File: src/rtl/ddr_init_pkg.sv
package ddr_init_pkg;

  typedef enum logic [2:0] {
    CMD_DESEL,
    CMD_IDLE,
    CMD_CLOSE_ALL,
    CMD_LOAD_EXT,
    CMD_LOAD_BASE_RST,
    CMD_REFRESH,
    CMD_LOAD_BASE
  } init_cmd_e;

  localparam logic [2:0] BL_FALLBACK = 3'b010;
  localparam logic [2:0] CL_FALLBACK = 3'b010;

  function automatic logic [2:0] legal_bl(input logic [2:0] code);
    if (code == 3'b001 || code == 3'b010 || code == 3'b011) return code;
    return BL_FALLBACK;
  endfunction

  function automatic logic [2:0] legal_cl(input logic [2:0] code);
    if (code == 3'b010 || code == 3'b110 || code == 3'b011) return code;
    return CL_FALLBACK;
  endfunction

endpackage

File: src/rtl/ddr_init_rst_sync.sv
module ddr_init_rst_sync #(
  parameter int STAGES = 2
) (
  input  logic clk,
  input  logic rst_n,
  output logic rst_n_sync
);

  logic [STAGES-1:0] chain_q;

  always_ff @(posedge clk or negedge rst_n) begin
    if (!rst_n) chain_q <= '0;
    else        chain_q <= {chain_q[STAGES-2:0], 1'b1};
  end

  assign rst_n_sync = chain_q[STAGES-1];

endmodule

File: src/rtl/ddr_init_fsm.sv
module ddr_init_fsm
  import ddr_init_pkg::*;
#(
  parameter int STAB_CYC = 200,
  parameter int TRP_CYC  = 3,
  parameter int TMRD_CYC = 2,
  parameter int TRC_CYC  = 10
) (
  input  logic      clk,
  input  logic      rst_n,
  output init_cmd_e cmd,
  output logic      cke_on,
  output logic      done
);

  // gaps below two cycles cannot be produced by the issue/gap pair
  localparam int STAB_E  = (STAB_CYC < 1) ? 1 : STAB_CYC;
  localparam int TRP_E   = (TRP_CYC  < 2) ? 2 : TRP_CYC;
  localparam int TMRD_E  = (TMRD_CYC < 2) ? 2 : TMRD_CYC;
  localparam int TRC_E   = (TRC_CYC  < 2) ? 2 : TRC_CYC;
  localparam int MAX_A   = (STAB_E > TRP_E) ? STAB_E : TRP_E;
  localparam int MAX_B   = (TMRD_E > TRC_E) ? TMRD_E : TRC_E;
  localparam int CNT_MAX = (MAX_A > MAX_B) ? MAX_A : MAX_B;
  localparam int CNT_W   = $clog2(CNT_MAX + 1);
  localparam int NUM_STEPS = 6;
  localparam int STEP_W    = $clog2(NUM_STEPS);
  localparam logic [STEP_W-1:0] LAST_STEP = STEP_W'(NUM_STEPS - 1);

  typedef enum logic [2:0] {
    ST_SETTLE,
    ST_WAKE,
    ST_ISSUE,
    ST_GAP,
    ST_READY
  } seq_state_e;

  seq_state_e        state_q, state_d;
  logic [STEP_W-1:0] step_q, step_d;
  logic [CNT_W-1:0]  cnt_q, cnt_d;
  logic              cnt_en, step_en;

  init_cmd_e         step_cmd;
  logic [CNT_W-1:0]  step_gap;

  // program table: command and following gap for each step
  always_comb begin
    case (step_q)
      STEP_W'(0): begin step_cmd = CMD_CLOSE_ALL;     step_gap = CNT_W'(TRP_E);  end
      STEP_W'(1): begin step_cmd = CMD_LOAD_EXT;      step_gap = CNT_W'(TMRD_E); end
      STEP_W'(2): begin step_cmd = CMD_LOAD_BASE_RST; step_gap = CNT_W'(TMRD_E); end
      STEP_W'(3): begin step_cmd = CMD_REFRESH;       step_gap = CNT_W'(TRC_E);  end
      STEP_W'(4): begin step_cmd = CMD_REFRESH;       step_gap = CNT_W'(TRC_E);  end
      default:    begin step_cmd = CMD_LOAD_BASE;     step_gap = CNT_W'(TMRD_E); end
    endcase
  end

  always_comb begin
    state_d = state_q;
    step_d  = step_q;
    cnt_d   = cnt_q;
    cnt_en  = 1'b0;
    step_en = 1'b0;
    case (state_q)
      ST_SETTLE: begin
        if (cnt_q == '0) begin
          state_d = ST_WAKE;
        end else begin
          cnt_d  = cnt_q - 1'b1;
          cnt_en = 1'b1;
        end
      end
      ST_WAKE: begin
        state_d = ST_ISSUE;
        step_d  = '0;
        step_en = 1'b1;
      end
      ST_ISSUE: begin
        cnt_d   = step_gap - 1'b1;
        cnt_en  = 1'b1;
        state_d = ST_GAP;
      end
      ST_GAP: begin
        if (cnt_q == CNT_W'(1)) begin
          if (step_q == LAST_STEP) begin
            state_d = ST_READY;
          end else begin
            state_d = ST_ISSUE;
            step_d  = step_q + 1'b1;
            step_en = 1'b1;
          end
        end else begin
          cnt_d  = cnt_q - 1'b1;
          cnt_en = 1'b1;
        end
      end
      default: state_d = ST_READY;
    endcase
  end

  always_ff @(posedge clk or negedge rst_n) begin
    if (!rst_n) begin
      state_q <= ST_SETTLE;
      step_q  <= '0;
      cnt_q   <= CNT_W'(STAB_E - 1);
    end else begin
      state_q <= state_d;
      if (step_en) step_q <= step_d;
      if (cnt_en)  cnt_q  <= cnt_d;
    end
  end

  always_comb begin
    case (state_q)
      ST_SETTLE: cmd = CMD_DESEL;
      ST_ISSUE:  cmd = step_cmd;
      default:   cmd = CMD_IDLE;
    endcase
  end

  assign cke_on = (state_q != ST_SETTLE);
  assign done   = (state_q == ST_READY);

endmodule

File: src/rtl/ddr_init_cmd_enc.sv
module ddr_init_cmd_enc
  import ddr_init_pkg::*;
#(
  parameter int         ADDR_W     = 13,
  parameter int         BA_W       = 2,
  parameter logic [2:0] BL_CODE    = 3'b010,
  parameter logic [2:0] CL_CODE    = 3'b010,
  parameter int         AP_BIT     = 10,
  parameter int         DLLRST_BIT = 8
) (
  input  logic              clk,
  input  logic              rst_n,
  input  init_cmd_e         cmd,
  input  logic              cke_on,
  input  logic              done,
  output logic              cke,
  output logic              cs_n,
  output logic              ras_n,
  output logic              cas_n,
  output logic              we_n,
  output logic [BA_W-1:0]   ba,
  output logic [ADDR_W-1:0] addr,
  output logic              init_done
);

  localparam logic [2:0] BL_L = legal_bl(BL_CODE);
  localparam logic [2:0] CL_L = legal_cl(CL_CODE);

  function automatic logic [ADDR_W-1:0] mode_word(input logic dll_rst);
    logic [ADDR_W-1:0] w;
    w             = '0;
    w[2:0]        = BL_L;
    w[6:4]        = CL_L;
    w[DLLRST_BIT] = dll_rst;
    return w;
  endfunction

  logic              cs_d, ras_d, cas_d, we_d;
  logic [BA_W-1:0]   ba_d;
  logic [ADDR_W-1:0] addr_d;

  always_comb begin
    cs_d   = 1'b0;
    ras_d  = 1'b1;
    cas_d  = 1'b1;
    we_d   = 1'b1;
    ba_d   = '0;
    addr_d = '0;
    case (cmd)
      CMD_DESEL: cs_d = 1'b1;
      CMD_CLOSE_ALL: begin
        ras_d          = 1'b0;
        we_d           = 1'b0;
        addr_d[AP_BIT] = 1'b1;
      end
      CMD_LOAD_EXT: begin
        ras_d = 1'b0;
        cas_d = 1'b0;
        we_d  = 1'b0;
        ba_d  = BA_W'(1);
      end
      CMD_LOAD_BASE_RST: begin
        ras_d  = 1'b0;
        cas_d  = 1'b0;
        we_d   = 1'b0;
        addr_d = mode_word(1'b1);
      end
      CMD_REFRESH: begin
        ras_d = 1'b0;
        cas_d = 1'b0;
      end
      CMD_LOAD_BASE: begin
        ras_d  = 1'b0;
        cas_d  = 1'b0;
        we_d   = 1'b0;
        addr_d = mode_word(1'b0);
      end
      default: ;
    endcase
  end

  always_ff @(posedge clk or negedge rst_n) begin
    if (!rst_n) begin
      cke       <= 1'b0;
      cs_n      <= 1'b1;
      ras_n     <= 1'b1;
      cas_n     <= 1'b1;
      we_n      <= 1'b1;
      ba        <= '0;
      addr      <= '0;
      init_done <= 1'b0;
    end else begin
      cke       <= cke_on;
      cs_n      <= cs_d;
      ras_n     <= ras_d;
      cas_n     <= cas_d;
      we_n      <= we_d;
      ba        <= ba_d;
      addr      <= addr_d;
      init_done <= done;
    end
  end

endmodule

File: src/rtl/ddr_init_seq.sv
module ddr_init_seq
  import ddr_init_pkg::*;
#(
  parameter int         ADDR_W   = 13,
  parameter int         BA_W     = 2,
  parameter int         STAB_CYC = 200,
  parameter int         TRP_CYC  = 3,
  parameter int         TMRD_CYC = 2,
  parameter int         TRC_CYC  = 10,
  parameter logic [2:0] BL_CODE  = 3'b010,
  parameter logic [2:0] CL_CODE  = 3'b010
) (
  input  logic              clk,
  input  logic              rst_n,
  output logic              cke,
  output logic              cs_n,
  output logic              ras_n,
  output logic              cas_n,
  output logic              we_n,
  output logic [BA_W-1:0]   ba,
  output logic [ADDR_W-1:0] addr,
  output logic              init_done
);

  logic      rst_n_int;
  init_cmd_e cmd;
  logic      cke_on;
  logic      done;

  ddr_init_rst_sync #(.STAGES(2)) u_rst (
    .clk        (clk),
    .rst_n      (rst_n),
    .rst_n_sync (rst_n_int)
  );

  ddr_init_fsm #(
    .STAB_CYC (STAB_CYC),
    .TRP_CYC  (TRP_CYC),
    .TMRD_CYC (TMRD_CYC),
    .TRC_CYC  (TRC_CYC)
  ) u_fsm (
    .clk    (clk),
    .rst_n  (rst_n_int),
    .cmd    (cmd),
    .cke_on (cke_on),
    .done   (done)
  );

  ddr_init_cmd_enc #(
    .ADDR_W  (ADDR_W),
    .BA_W    (BA_W),
    .BL_CODE (BL_CODE),
    .CL_CODE (CL_CODE)
  ) u_enc (
    .clk       (clk),
    .rst_n     (rst_n_int),
    .cmd       (cmd),
    .cke_on    (cke_on),
    .done      (done),
    .cke       (cke),
    .cs_n      (cs_n),
    .ras_n     (ras_n),
    .cas_n     (cas_n),
    .we_n      (we_n),
    .ba        (ba),
    .addr      (addr),
    .init_done (init_done)
  );

endmodule

File: config.mk
export PLATFORM = sky130hd
export DESIGN_NAME = ddr_init_seq
export DESIGN_NICKNAME = d
export VERILOG_FILES = /design/src/rtl/ddr_init_pkg.sv /design/src/rtl/ddr_init_rst_sync.sv /design/src/rtl/ddr_init_fsm.sv /design/src/rtl/ddr_init_cmd_enc.sv /design/src/rtl/ddr_init_seq.sv
export SDC_FILE = /design/constraint.sdc
export NUM_CORES = 1
export LEC_CHECK = 0
export BUFFER_PORTS_ARGS = -buffer_cell sky130_fd_sc_hd__buf_2
export CORE_ASPECT_RATIO = 1.25
export CORE_MARGIN = 4
export CORE_UTILIZATION = 50
export DETAILED_ROUTE_END_ITERATION = 6
export GPL_TIMING_DRIVEN = 0
export PLACE_DENSITY = 0.74
export SYNTH_ARGS = -nofsm -noshare
export SYNTH_HDL_FRONTEND = slang
export SYNTH_HIERARCHICAL = 1
export SYNTH_SLANG_ARGS = --single-unit
File: constraint.sdc
create_clock -name clk -period 0.8 [get_ports clk]
set_input_delay 0.04 -clock clk [delete_from_list [all_inputs] [get_ports clk]]
set_output_delay 0.04 -clock clk [all_outputs]
set_load 0.005 [all_outputs]
==> out/metrics.cfg <==
[clock_network]
cts_inserted_buffers = 3
clkTransAtPathRegs_ns = 0.15
h-tree-depth = 1
cts-root-buf = clkbuf_4
clock-sinks = 26
cts_max_path_buffers = 2
clock_latency_ns = 0.32
cts_tree = built

[setup_path]
timing.rr.start = u_fsm/cnt_q[0]$_DFFE_PN1P_
cp.required_ns = 1.07
cp-end-kind = register
crit_path_start = u_fsm/cnt_q[0]$_DFFE_PN1P_
endpoint = u_fsm/cnt_q[1]$_DFFE_PN1P_
max_stage_delay_ns = 0.61
reg2reg_slack_ns = -1.13
start_kind = register
critical_path_arrival_ns = 2.20
r2r-end = u_fsm/cnt_q[1]$_DFFE_PN1P_
rr_worst_depth = 5
slowest_stage = dfstp_2
path_class = register to register
cp_cell_sequence = ha_4, or4b_4, o21ai_4, or3_4, mux2_4
crit_path_max_fanout = 4

[sta]
fin_crit_ns = 1.93
fin_ws_ns = -1.13
hold_viol_final = 0
period_share_pct = 241
worst_pin_slew_ns = 0.686
whs_ns = 0.256
slew_headroom_pct = 54.2
fmax_ghz = 0.518
drv_slew = 0
fin_skew_ns = 0.000569
setup_violations = 35
rsz0062_at_grt = yes

[global_route]
grt_pass1_wl_um = 6710
grt_max_degree = 25
overflow = 0
globalRouteMet2Util_pct = 35.3
grt_usage_pct = 20.8
grt_use_met1_pct = 26.7
use_met3_pct = 3.73
grt_pass1_vias = 1459
top_usage_layer = met2
antenna_found_initial = 0

[yosys]
synth_area_mm2 = 0.00150
ys_ff_latch = 26
yosysTopAreaCell = dfrtp_1
syn_inst = 152
synth_flop_cell = dfrtp_1
async_flop_share_pct = 100
synth_warnings = 6
synth_edf_count = 0
syn_avg_cell_area_um2 = 9.84
seq_area_frac_synth_pct = 44.3
synth_cell_types = 42
yosysTopAreaCellShare_pct = 28.5
netlist_top_cells_area = dfrtp_1 28%, dfstp_2 16%, buf_4 6.0%, ha_1 5.9%, nor2_1 3.0%

[flow_run]
max-cap-violations = 0

[die]
ios = 23
coreArea_mm2 = 0.00279
die_area_mm2 = 0.00393
start_util_pct = 53.7
die_h_um = 69.1
rows = 21
die_x_um = 56.9

[placement]
dp_cells = 207
place_congestion = 0.858
dpl.hpwl_um = 2360
io_buffers = 12

[route]
vias = 1423
first_pass_iters = 5
ant_nets = 0
vias_per_cell = 5.86
wl_per_cell_um = 19.2
drt_iter0_markers = 66
drc_errors = 0
drt-total-wl_um = 4680

[final_layout]
area_growth_pct = 53.6
layout_commonest_cell = buf_4
final_cells = 243
mostFrequentLayoutCells = 36 x buf_4, 11 x buf_6, 11 x conb_1
fin_nets = 219
drive_gt1_share_pct = 61.7
num_antenna_cells = 0

[power]
peakVddDrop_uv = 805
p_leak_nw = 1.01
power.density_mw_per_mm2 = 1010

[run_status]
status = finished with violations
failed_checks = negative setup slack

[hold_path]
worst_hold_path_type = register to async pin

==> stage by stage <==
stage	cell area, um^2	power [mW]	setup slack (ns)	TNS, ns	utilization [%]
after floorplan	1610	1.41	-1.15	-16.69	-
after global placement	1710	1.42	-1.26	-23.16	61.5
after detailed placement	1710	1.42	-1.27	-24.76	61.5
after CTS	2130	2.33	-1.14	-21.00	76.5
after global routing	2300	2.40	-1.17	-24.07	82.4
final	2300	2.31	-1.13	-22.39	82.4
==> registers in the layout (all words and copies together) (netlist names) <==
signal,cells
u_enc/addr,3
u_enc/ba,1
u_enc/cas_n,1
u_enc/cke,1
u_enc/cs_n,1
u_enc/init_done,1
u_enc/ras_n,1
u_enc/we_n,1
u_fsm/cnt_q,8
u_fsm/state_q,3
u_fsm/step_q,3
u_rst/chain_q,2
==> Yosys cell counts, types with 3 or more instances <==
cell and count:
ha_1 7, clkbuf_1 5, nand2_1 8, buf_4 12
inv_1 8, o21ai_0 8, nand3_1 4, a21oi_1 7
o31ai_1 4, a31oi_1 3, dfrtp_1 17, nor3_1 6
nor3b_1 3, o41ai_1 5, nor2_1 12, dfstp_2 9
==> worst min-delay path by stage <==
stage	end	slack, ns
after floorplan	u_rst/chain_q[0]$_DFF_PN0_	-0.26
after global placement	u_rst/chain_q[1]$_DFF_PN0_	-0.18
after detailed placement	u_rst/chain_q[0]$_DFF_PN0_	-0.17
after CTS	u_fsm/step_q[1]$_DFFE_PN0P_	0.27
after global routing	u_enc/addr[8]$_DFF_PN0_	0.29
final	u_fsm/step_q[2]$_DFFE_PN0P_	0.26
==> metal layers <==
| layer | share of wire, % | wire, um |
|---|---|---|
| met4 | 3.5 | 162 |
| met2 | 53 | 2470 |
| met3 | 5.8 | 269 |
| met1 | 38 | 1770 |
| met5 | 0 | 0 |
==> area by class of cell <==
type / count / area, um^2
plain buffers: 14 / 116
clock buffers: 3 / 22.5
clock inverters: 1 / 30.0
fillers: 147 / 489
inverters: 8 / 32.5
multi-input cells: 110 / 1000
flip-flops and latches: 26 / 671
well taps: 34 / 42.5
repair buffers: 47 / 377
==> logic make-up after synthesis <==
| family | Yosys count | share of synthesized area, % |
|---|---|---|
| adders and majority gates | 7 | 5.86 |
| xor gates and xnor gates | 1 | 0.586 |
| buffers and inverters | 25 | 9.29 |
| AOI/OAI and AO/OA | 38 | 17.5 |
| DFF | 26 | 44.3 |
| and+or+nand+nor | 50 | 19.7 |
| muxes | 3 | 2.34 |
| other | 2 | 0.502 |
==> power breakdown <==
group / total (mW) / internal [mW] / leakage, nW / switching (mW)
registers: 1.35 / 1.32 / 0.292 / 0.0234
logic: 0.0598 / 0.0387 / 0.685 / 0.0211
clock network: 0.908 / 0.506 / 0.0279 / 0.402
==> critical path: cells and delay by family (launching register included) <==
family / cells / cell delay, ns
AND/OR/NAND/NOR: 2 / 0.65
multiplexers: 1 / 0.30
flip-flops: 1 / 0.61
AO/OA/AOI/OAI: 1 / 0.17
adder cells (fa/ha/maj): 1 / 0.14
==> repair_timing <==
| item | CTS | global route |
|---|---|---|
| resized for setup | 40 | 31 |
| hold endpoints to repair | 2 | 0 |
| hold buffers | 2 | 0 |
| buffers inserted | 25 | 8 |
| setup endpoints to repair | 59 | 35 |
| gates cloned | 1 | 0 |
| pin swaps | 18 | 13 |
Power figures use the tool's default switching activity.
